`src/rtl/thresh_irq_flags.sv`:
```
module thresh_irq_flags #(
  parameter int DW = 16,
  parameter int CW = 4
) (
  input  logic          clk,
  input  logic          rst_n,
  input  logic          res_valid,
  input  logic [DW-1:0] res_value,
  input  logic [DW-1:0] lim_high,
  input  logic [DW-1:0] lim_low,
  input  logic [1:0]    fault_sel,
  input  logic          pol,
  input  logic          latch_mode,
  input  logic          cfg_rd,
  input  logic          cfg_wr,
  input  logic [1:0]    cfg_mode,
  input  logic          alert_ack,
  output logic          flag_hi,
  output logic          flag_lo,
  output logic          conv_rdy,
  output logic          int_pin
);

  localparam logic [CW-1:0] CNT_MAX = CW'(8);

  logic [CW-1:0] hi_cnt, lo_cnt;
  logic [CW:0]   hi_inc, lo_inc, need;
  logic          above, below, hi_evt, lo_evt, act;

  assign need   = (CW+1)'(1) << fault_sel;
  assign above  = res_value > lim_high;
  assign below  = res_value < lim_low;
  assign hi_inc = {1'b0, hi_cnt} + (CW+1)'(1);
  assign lo_inc = {1'b0, lo_cnt} + (CW+1)'(1);
  assign hi_evt = res_valid && above && (hi_inc >= need);
  assign lo_evt = res_valid && below && (lo_inc >= need);

  always_ff @(posedge clk or negedge rst_n) begin
    if (!rst_n) begin
      hi_cnt <= '0;
      lo_cnt <= '0;
    end else if (res_valid) begin
      hi_cnt <= !above ? '0 : (hi_cnt >= CNT_MAX) ? CNT_MAX : hi_inc[CW-1:0];
      lo_cnt <= !below ? '0 : (lo_cnt >= CNT_MAX) ? CNT_MAX : lo_inc[CW-1:0];
    end
  end

  always_ff @(posedge clk or negedge rst_n) begin
    if (!rst_n) begin
      flag_hi <= 1'b0;
      flag_lo <= 1'b0;
      act     <= 1'b0;
    end else if (latch_mode) begin
      if (hi_evt || lo_evt) begin
        if (hi_evt) flag_hi <= 1'b1;
        if (lo_evt) flag_lo <= 1'b1;
        act <= 1'b1;
      end else if (cfg_rd) begin
        flag_hi <= 1'b0;
        flag_lo <= 1'b0;
        act     <= 1'b0;
      end else if (alert_ack) begin
        act <= 1'b0;
      end
    end else begin
      if (hi_evt) begin
        flag_hi <= 1'b1;
        flag_lo <= 1'b0;
        act     <= 1'b1;
      end else if (lo_evt) begin
        flag_hi <= 1'b0;
        flag_lo <= 1'b1;
        act     <= 1'b0;
      end
    end
  end

  always_ff @(posedge clk or negedge rst_n) begin
    if (!rst_n)                            conv_rdy <= 1'b0;
    else if (res_valid)                    conv_rdy <= 1'b1;
    else if (cfg_rd)                       conv_rdy <= 1'b0;
    else if (cfg_wr && cfg_mode != 2'b00)  conv_rdy <= 1'b0;
  end

  assign int_pin = ~(act ^ pol);

  assert_conv_sets_ready_R6: assert property (@(posedge clk) disable iff (!rst_n)
    res_valid |=> conv_rdy);

  assert_read_clears_ready_R7: assert property (@(posedge clk) disable iff (!rst_n)
    (cfg_rd && !res_valid) |=> !conv_rdy);

  assert_shutdown_write_inert_R8: assert property (@(posedge clk) disable iff (!rst_n)
    (cfg_wr && cfg_mode == 2'b00 && !cfg_rd && !res_valid) |=> $stable(conv_rdy));

  assert_latched_read_clears_R3: assert property (@(posedge clk) disable iff (!rst_n)
    (latch_mode && cfg_rd && !res_valid) |=> (!flag_hi && !flag_lo && !act));

  assert_transparent_holds_R5: assert property (@(posedge clk) disable iff (!rst_n)
    (!latch_mode && !res_valid) |=> ($stable(flag_hi) && $stable(flag_lo) && $stable(act)));

  assert_flags_rise_on_conv_R1: assert property (@(posedge clk) disable iff (!rst_n)
    !res_valid |=> (!$rose(flag_hi) && !$rose(flag_lo)));

  assert_conv_wins_read_R11: assert property (@(posedge clk) disable iff (!rst_n)
    (res_valid && cfg_rd) |=> conv_rdy);

endmodule

```
`config.mk`:
```
export PLATFORM = sky130hd
export DESIGN_NAME = thresh_irq_flags
export DESIGN_NICKNAME = d
export VERILOG_FILES = /design/src/rtl/thresh_irq_flags.sv
export SDC_FILE = /design/constraint.sdc
export NUM_CORES = 1
export LEC_CHECK = 0
export BUFFER_PORTS_ARGS = -buffer_cell sky130_fd_sc_hd__buf_4
export CAP_MARGIN = 20
export CORE_ASPECT_RATIO = 0.9
export CORE_MARGIN = 5
export CORE_UTILIZATION = 40
export CTS_CLUSTER_DIAMETER = 40
export DETAILED_ROUTE_END_ITERATION = 6
export GPL_TIMING_DRIVEN = 0
export PLACE_DENSITY = 0.74
export SYNTH_ARGS = -nofsm -noshare
export SYNTH_HDL_FRONTEND = slang
export SYNTH_SLANG_ARGS = --single-unit
```
`constraint.sdc`:
```
create_clock -name clk -period 6.5 [get_ports clk]
set_clock_uncertainty 0.15 [all_clocks]
set_input_delay 1.3 -clock clk [delete_from_list [all_inputs] [get_ports clk]]
set_output_delay 1.3 -clock clk [all_outputs]
set_load 0.02 [all_outputs]
```
---- After elaboration in Yosys (flattened, before gate mapping) ----
Cells that the tools add are included.
storage, ports and cells
  bits in writable memories ............... 0
  output and inout port bits .............. 4
  memories kept ........................... 0
  bits in read-only memories .............. 0
  register bits ........................... 12
  word-level logic and storage cells ...... 52
  latch bits .............................. 0
  bits of input ports ..................... 60
cells by class
  add/subtract/negate cells ............... 2
  eq/ne operators ......................... 3
  reduce and logical (&&, ||, !) cells .... 11
  shift operators ......................... 1
  $mul .................................... 0
  order comparisons ....................... 6
  bitwise operators ....................... 2
  div/mod/pow operators ................... 0
  muxes and demuxes ....................... 21
operators with widths
  cell                 number
  $mux 1               17
  $gt 16x16->1         1
  $lt 16x16->1         1
  $mux 4               4
  $add 4x1->5 const B  2
  $ge 5x5->1           2
  $ge 4x4->1 const B   2
  $reduce_bool 3->1    2
  $logic_and 1x1->1    5
  $shl 1x2->5 const A  1
  $ne 4x1->1 const B   1
  $ne 3x1->1 const B   1
  $ne 3x3->1 const B   1
  $reduce_and 3->1     1
  $reduce_and 2->1     1
  $reduce_bool 2->1    1
  $logic_or 1x1->1     1
  $not 1->1            1
  $xor 1x1->1          1

---- Logic depth before layout (Yosys ltp) ----
Gate-level depths: netlist of the first run.
  depth after elaboration ................. 6
  gate-level depth with buffers ........... 9

---- Worst setup path before layout of the first run ----
Ideal clock, no wire load.
  kind .................................... in2out
  start point ............................. input pol
  end point ............................... output int_pin
  cell stages on the path ................. 1
  data arrival time ....................... 1682 ps
  slack ................................... 3368 ps
  path buffers ............................ 0
  cell sequence ........................... xnor2_1
between the ends
  cells in the longest elaborated chain, start to end .. 2
RTL lines
  element             line  text
  start: declaration  12    input logic pol,
  $xor 1x1->1         85    assign int_pin = ~(act ^ pol);
  $not 1->1           85
  end: declaration    21    output logic int_pin
No other way between the ends.

---- Worst setup path in the final report of the first run ----
Ends and elaborated chain as after synthesis.

==> impl_metrics.toml, run 1 <==
[final_layout]
syn2layout_area_growth_pct = 35.8
instances_no_fill = 305
antenna_cells = 0
final_core_util_pct = 55.5
drive_gt1_share_pct = 30.7
final_cell_mix = "buf_4, ha_1, inv_1, a21oi_1, dfrtp_1"
layout_commonest_cell = "buf_4"
fin_nets = 361

[synthesis]
ys_ff_latch = 12
synth_edf_count = 0
synth_nets = 293
synth_ff_type = "dfrtp_1"
ys_warn_count = 0
syn_area_um2 = 1640
avgSynthCellArea_um2 = 8.65
synth_cell_type_count = 44
syn_inst = 190
ys_seq_area_share_pct = 18.3
async_flop_share_pct = 100

[worst_hold_path]
min_path_type = "reg -> reg"
holdPathStages = 2

[route]
wl_mm = 3.73
drc = 0
routedWlPerCell_um = 12.2
vias = 1530
antenna_left = 0
first_pass_iters = 4
viasPerCell = 5.02
drt_iter0_markers = 37

[die]
fp.dieW_um = 77.6
initial_core_util_pct = 40.9
rows = 22
dieArea_um2 = 5490
die_y_um = 70.8
io_pins = 64
core_area_um2 = 4020

[cts]
clock_tree.buffer_depth = 2
clock_sinks = 12
cts_root_buffer = "clkbuf_8"
ctsHtreeMaxLevel = 1
numCtsBuffers = 3
cts_tree = "built"
cts_resized = 0
cts_setup_buffers = 0
clkSlewWorstSetupHoldPaths_ns = 0.05
cts_hold_buf = 0
clkLatencyLatePin_ns = 0.24

[critical_path]
critPathKind = "in -> out"
cp.arrival_ns = 1.72
critPathRequiredTime_ns = 5.05
cp_max_fo = 1
start_kind = "input pin"
reg2reg_depth = 8
worstSetupEndpointType = "output port"

[power]
pwr-share-clk_pct = 22.0
p_seq_share_pct = 28.7
switching_power_mw = 0.130
p_comb_share_pct = 49.2
p_per_area_nw_per_um2 = 165
p_leak_nw = 1.26
peakVddDrop_uv = 166
swShare_pct = 35.4
power.internal_mw = 0.237

[sta]
setup-violations-final = 0
timing.hold.ws_ns = 0.363
post-route-period-util_pct = 48.8
worst_pin_slew_ns = 0.705
slew_headroom_pct = 52.5
hold_viol = 0
min_period_ns = 3.17
setup_tns_ns = 0
max_freq_ghz = 0.315
worst_slack_ns = 3.33
rsz0062_at_grt = "no"
slew_viol_final = 0

[global_route]
top_usage_layer = "met2"
grt_util_met1_pct = 19.0
grt_overflow = 0
grt_start_max_net_pins = 13
grt_use_met3_pct = 2.80
grt_pass1_vias = 1564
grt_antenna_before_repair = 0
grt_usage_pct = 13.8
grt_pass1_wl_mm = 6.50
grt_use_met2_pct = 22.3

[placement]
io_buffers = 63
globalplace.congestion = 0.801
place_hpwl_mm = 3.34
preCtsSetupSlack_ns = 3.16
place_inst = 301

[outcome]
outcome = "finished clean"

[flow_run]
drv_cap = 0
[power by group through the flow]
stage          combinational (mW)  sequential [mW]  clock [mW]
5_1_grt                     0.205            0.108      0.0858
2_1_floorplan               0.106            0.111           0
4_1_cts                     0.184            0.106      0.0821
3_5_place_dp                0.183            0.106           0
6_report                    0.181            0.106      0.0810
3_3_place_gp                0.179            0.107           0
[final timing paths]
check / start / to / slack, ns
setup / recovery: pol / int_pin / 3.33
hold / removal: conv_rdy / conv_rdy / 0.36
setup reg to reg: lo_cnt[0] / act / 3.89
hold reg to reg: conv_rdy / conv_rdy / 0.36
max in group asynchronous: rst_n / flag_lo / 5.31
min in group asynchronous: rst_n / hi_cnt[0] / 0.74
[cells by family after synthesis]
family | synth area share [%]
AOI/OAI and AO/OA | 22.3
xor gates and xnor gates | 2.66
adders and majority gates | 32.7
buffers and inverters | 10.0
DFF | 18.3
muxes | 1.29
and+or+nand+nor | 12.7
[cell usage after synthesis (all sizes together), types with 3 or more instances]
cell type | count | area (um^2)
ha | 43 | 538
nand4 | 6 | 43.8
nand2 | 8 | 30.0
o21ai | 10 | 50.1
a31oi | 3 | 18.8
inv | 40 | 150
nand2b | 5 | 31.3
xnor2 | 3 | 26.3
dfrtp | 12 | 300
a21oi | 15 | 86.3
a211oi | 3 | 27.5
nand3 | 5 | 25.0
a21o | 4 | 30.0
[per-layer routing]
layer / routed length (um) / share of wire [%] / vias up
li1: - / - / 809
met1: 1820 / 49 / 665
met2: 1600 / 43 / 50
met3: 276 / 7.4 / 6
met4: 35 / 0.94 / 0
met5: 0 / 0 / -
[registers in the layout (all words and copies together), names as in the netlist]
name and flops:
lo_cnt 4, flag_lo 1, hi_cnt 4, flag_hi 1, act 1, conv_rdy 1
[area by class of cell]
cell class / instances / area, um^2
tap: 48 / 60.1
multi-input combinational: 136 / 1180
inverter: 41 / 154
timing repair buffer: 63 / 473
sequential: 12 / 300
clock buffer: 4 / 55.1
fill: 398 / 1790
buffer: 1 / 11.3
[per-stage QoR]
stage          power, mW  cell area (um^2)
2_1_floorplan      0.217              1640
3_3_place_gp       0.285              2180
3_5_place_dp       0.289              2180
4_1_cts            0.372              2230
5_1_grt            0.399              2230
6_report           0.368              2230
[critical path, stage by stage]
cell     delay, ns
buf_4         0.11
xnor2_1       0.15
buf_4         0.16
No activity file was read; power rests on OpenSTA's default activity.
==> run 2, diff against run 1 <==
--- a/config.mk
+++ b/config.mk
@@ -5,6 +5,7 @@
 export SDC_FILE = /design/constraint.sdc
 export NUM_CORES = 1
 export LEC_CHECK = 0
+export ABC_AREA = 1
 export BUFFER_PORTS_ARGS = -buffer_cell sky130_fd_sc_hd__buf_4
 export CAP_MARGIN = 20
 export CORE_ASPECT_RATIO = 0.9
@@ -13,7 +14,7 @@
 export CTS_CLUSTER_DIAMETER = 40
 export DETAILED_ROUTE_END_ITERATION = 6
 export GPL_TIMING_DRIVEN = 0
-export PLACE_DENSITY = 0.74
+export PLACE_DENSITY = 0.73
 export SYNTH_ARGS = -nofsm -noshare
 export SYNTH_HDL_FRONTEND = slang
 export SYNTH_SLANG_ARGS = --single-unit
==> constraint.sdc (replaced) <==
create_clock -name clk -period 3.1 [get_ports clk]
set_clock_uncertainty 0.15 [all_clocks]
set_input_delay 0.62 -clock clk [delete_from_list [all_inputs] [get_ports clk]]
set_output_delay 0.62 -clock clk [all_outputs]
set_load 0.02 [all_outputs]
==> impl_metrics.toml, run 2 <==
[route]
antenna_left = 0
drt_iter0_markers = 32
viasPerCell = 4.55
first_pass_iters = 4
routedWlPerCell_um = 10.3
drc = 0
vias = 1762
wl_mm = 3.99

[power]
swShare_pct = 39.2
pwr-share-clk_pct = 18.1
p_leak_nw = 1.47
p_comb_share_pct = 54.0
p_seq_share_pct = 27.8
peakVddDrop_uv = 149
p_per_area_nw_per_um2 = 333
switching_power_mw = 0.308
power.internal_mw = 0.478

[synthesis]
synth_nets = 362
syn_inst = 259
async_flop_share_pct = 100
synth_edf_count = 0
synthTopCellsByCount = "inv_1, nand2_1, ha_1"
synth_ff_type = "dfrtp_1"
ys_warn_count = 0
synth_cell_type_count = 25
synth_top_area_share_pct = 30.4
synth_area_leader_cell = "ha_1"
ys_seq_area_share_pct = 16.9
yosysMostFrequentCell = "inv_1"
syn_area_um2 = 1770
avgSynthCellArea_um2 = 6.84
ys_ff_latch = 12
synth.area.top_cells = "ha_1, dfrtp_1, inv_1"

[die]
dieArea_um2 = 5860
core_area_um2 = 4370
io_pins = 64
fp.dieW_um = 80.2
initial_core_util_pct = 40.5
rows = 23
die_y_um = 73.1

[final_layout]
antenna_cells = 0
largestRegisters = "hi_cnt x4, lo_cnt x4"
fill_cells = 433
syn2layout_area_growth_pct = 33.4
instances_no_fill = 387
final_cell_mix = "inv_1, buf_4, nand2_1, ha_1, a21oi_1"
layout_commonest_cell = "inv_1"
drive_gt1_share_pct = 23.1
fin_nets = 430

[flow_run]
drv_cap = 0

[critical_path]
cp_max_fo = 5
cp.arrival_ns = 2.27
critPathRequiredTime_ns = 3.08
reg2reg_depth = 10
worstSetupEndpointType = "register"
critPathKind = "reg -> reg"
r2r_slack_ns = 0.81
start_kind = "register"

[cts]
clock_tree.buffer_depth = 2
clkSlewWorstSetupHoldPaths_ns = 0.05
cts_tree = "built"
ctsHtreeMaxLevel = 1
cts_resized = 0
numCtsBuffers = 3
cts_root_buffer = "clkbuf_8"
clock_sinks = 12
cts_hold_buf = 0
clkLatencyLatePin_ns = 0.24
cts_setup_buffers = 0

[placement]
io_buffers = 63
place_hpwl_mm = 3.59
place_inst = 384
globalplace.congestion = 0.779

[sta]
slew_headroom_pct = 82.8
max_freq_ghz = 0.436
slew_viol_final = 0
hold_viol = 0
setup-violations-final = 0
rsz0062_at_grt = "no"
setup_tns_ns = 0
post-route-period-util_pct = 74.0
worst_pin_slew_ns = 0.257
min_period_ns = 2.29

[global_route]
grt_start_max_net_pins = 13
grt_antenna_before_repair = 0
grt_overflow = 0
grt_pass1_wl_mm = 6.57
grt_pass1_vias = 1629
grt_usage_pct = 13.7

[outcome]
outcome = "finished clean"

[worst_hold_path]
min_path_type = "in -> async"
==> run 2: worst paths after layout <==
check                           from        end
min                            rst_n  hi_cnt[3]
max reg2reg                lo_cnt[0]    flag_lo
min in group clk                 act        act
min reg2reg                      act        act
max in group asynchronous      rst_n        act
max                        lo_cnt[0]    flag_lo
==> run 2: area by class of cell <==
type	instances	area, um^2	share of cell area, %
inverters	69	259	11.0
clock buffers	3	41.3	1.75
flip-flops and latches	12	300	12.7
multi-input cells	178	1210	51.3
well taps	62	77.6	3.28
repair buffers	63	473	20.0
==> run 2: cells by family (layout without fill, tap and decap cells) <==
| family | after synthesis | count (layout) | synth area share, % |
|---|---|---|---|
| simple gates | 101 | 101 | 26.2 |
| buf+inv | 69 | 135 | 14.6 |
| fa+ha+maj | 43 | 43 | 30.4 |
| compound gates | 30 | 30 | 9.89 |
| flops | 12 | 12 | 16.9 |
| xor+xnor | 4 | 4 | 1.98 |
==> run 2: worst max-delay path: stages (launching register included) <==
cell and delay (ns):
dfrtp_1 0.42, ha_1 0.25, xor2_1 0.22, ha_1 0.30
a21oi_1 0.13, nand3b_1 0.11, nand4_1 0.19, nand3_4 0.18
nand3_1 0.09, o211ai_1 0.09, nand2_1 0.06
==> run 2: metal layers <==
layer	part of all wire [%]	up-vias	track usage (%)	routed length, um
li1	-	962	-	-
met1	47	762	17.2	1870
met2	48	35	24.4	1930
met3	4.3	3	1.98	173
met4	0.53	0	3.94	21
met5	0	-	0	0
==> run 2: through the flow <==
stage / power, mW / hold WS [ns] / worst slack, ns / instance area (um^2) / util [%]
2_1_floorplan: 0.494 / 0.174 / 0.956 / 1770 / -
3_3_place_gp: 0.636 / 0.311 / 0.710 / 2320 / 53.1
3_5_place_dp: 0.650 / 0.319 / 0.673 / 2320 / 53.1
4_1_cts: 0.796 / 0.0602 / 0.806 / 2360 / 54.0
5_1_grt: 0.864 / 0.0612 / 0.648 / 2360 / 54.0
6_report: 0.786 / 0.0554 / 0.806 / 2360 / 54.0
==> run 2: power by group through the flow <==
stage	clock (mW)	combinational, mW	sequential, mW
after floorplan	0	0.266	0.228
after global placement	0	0.416	0.220
after detailed placement	0	0.429	0.222
after CTS	0.146	0.430	0.219
after global routing	0.154	0.486	0.224
final	0.143	0.425	0.219
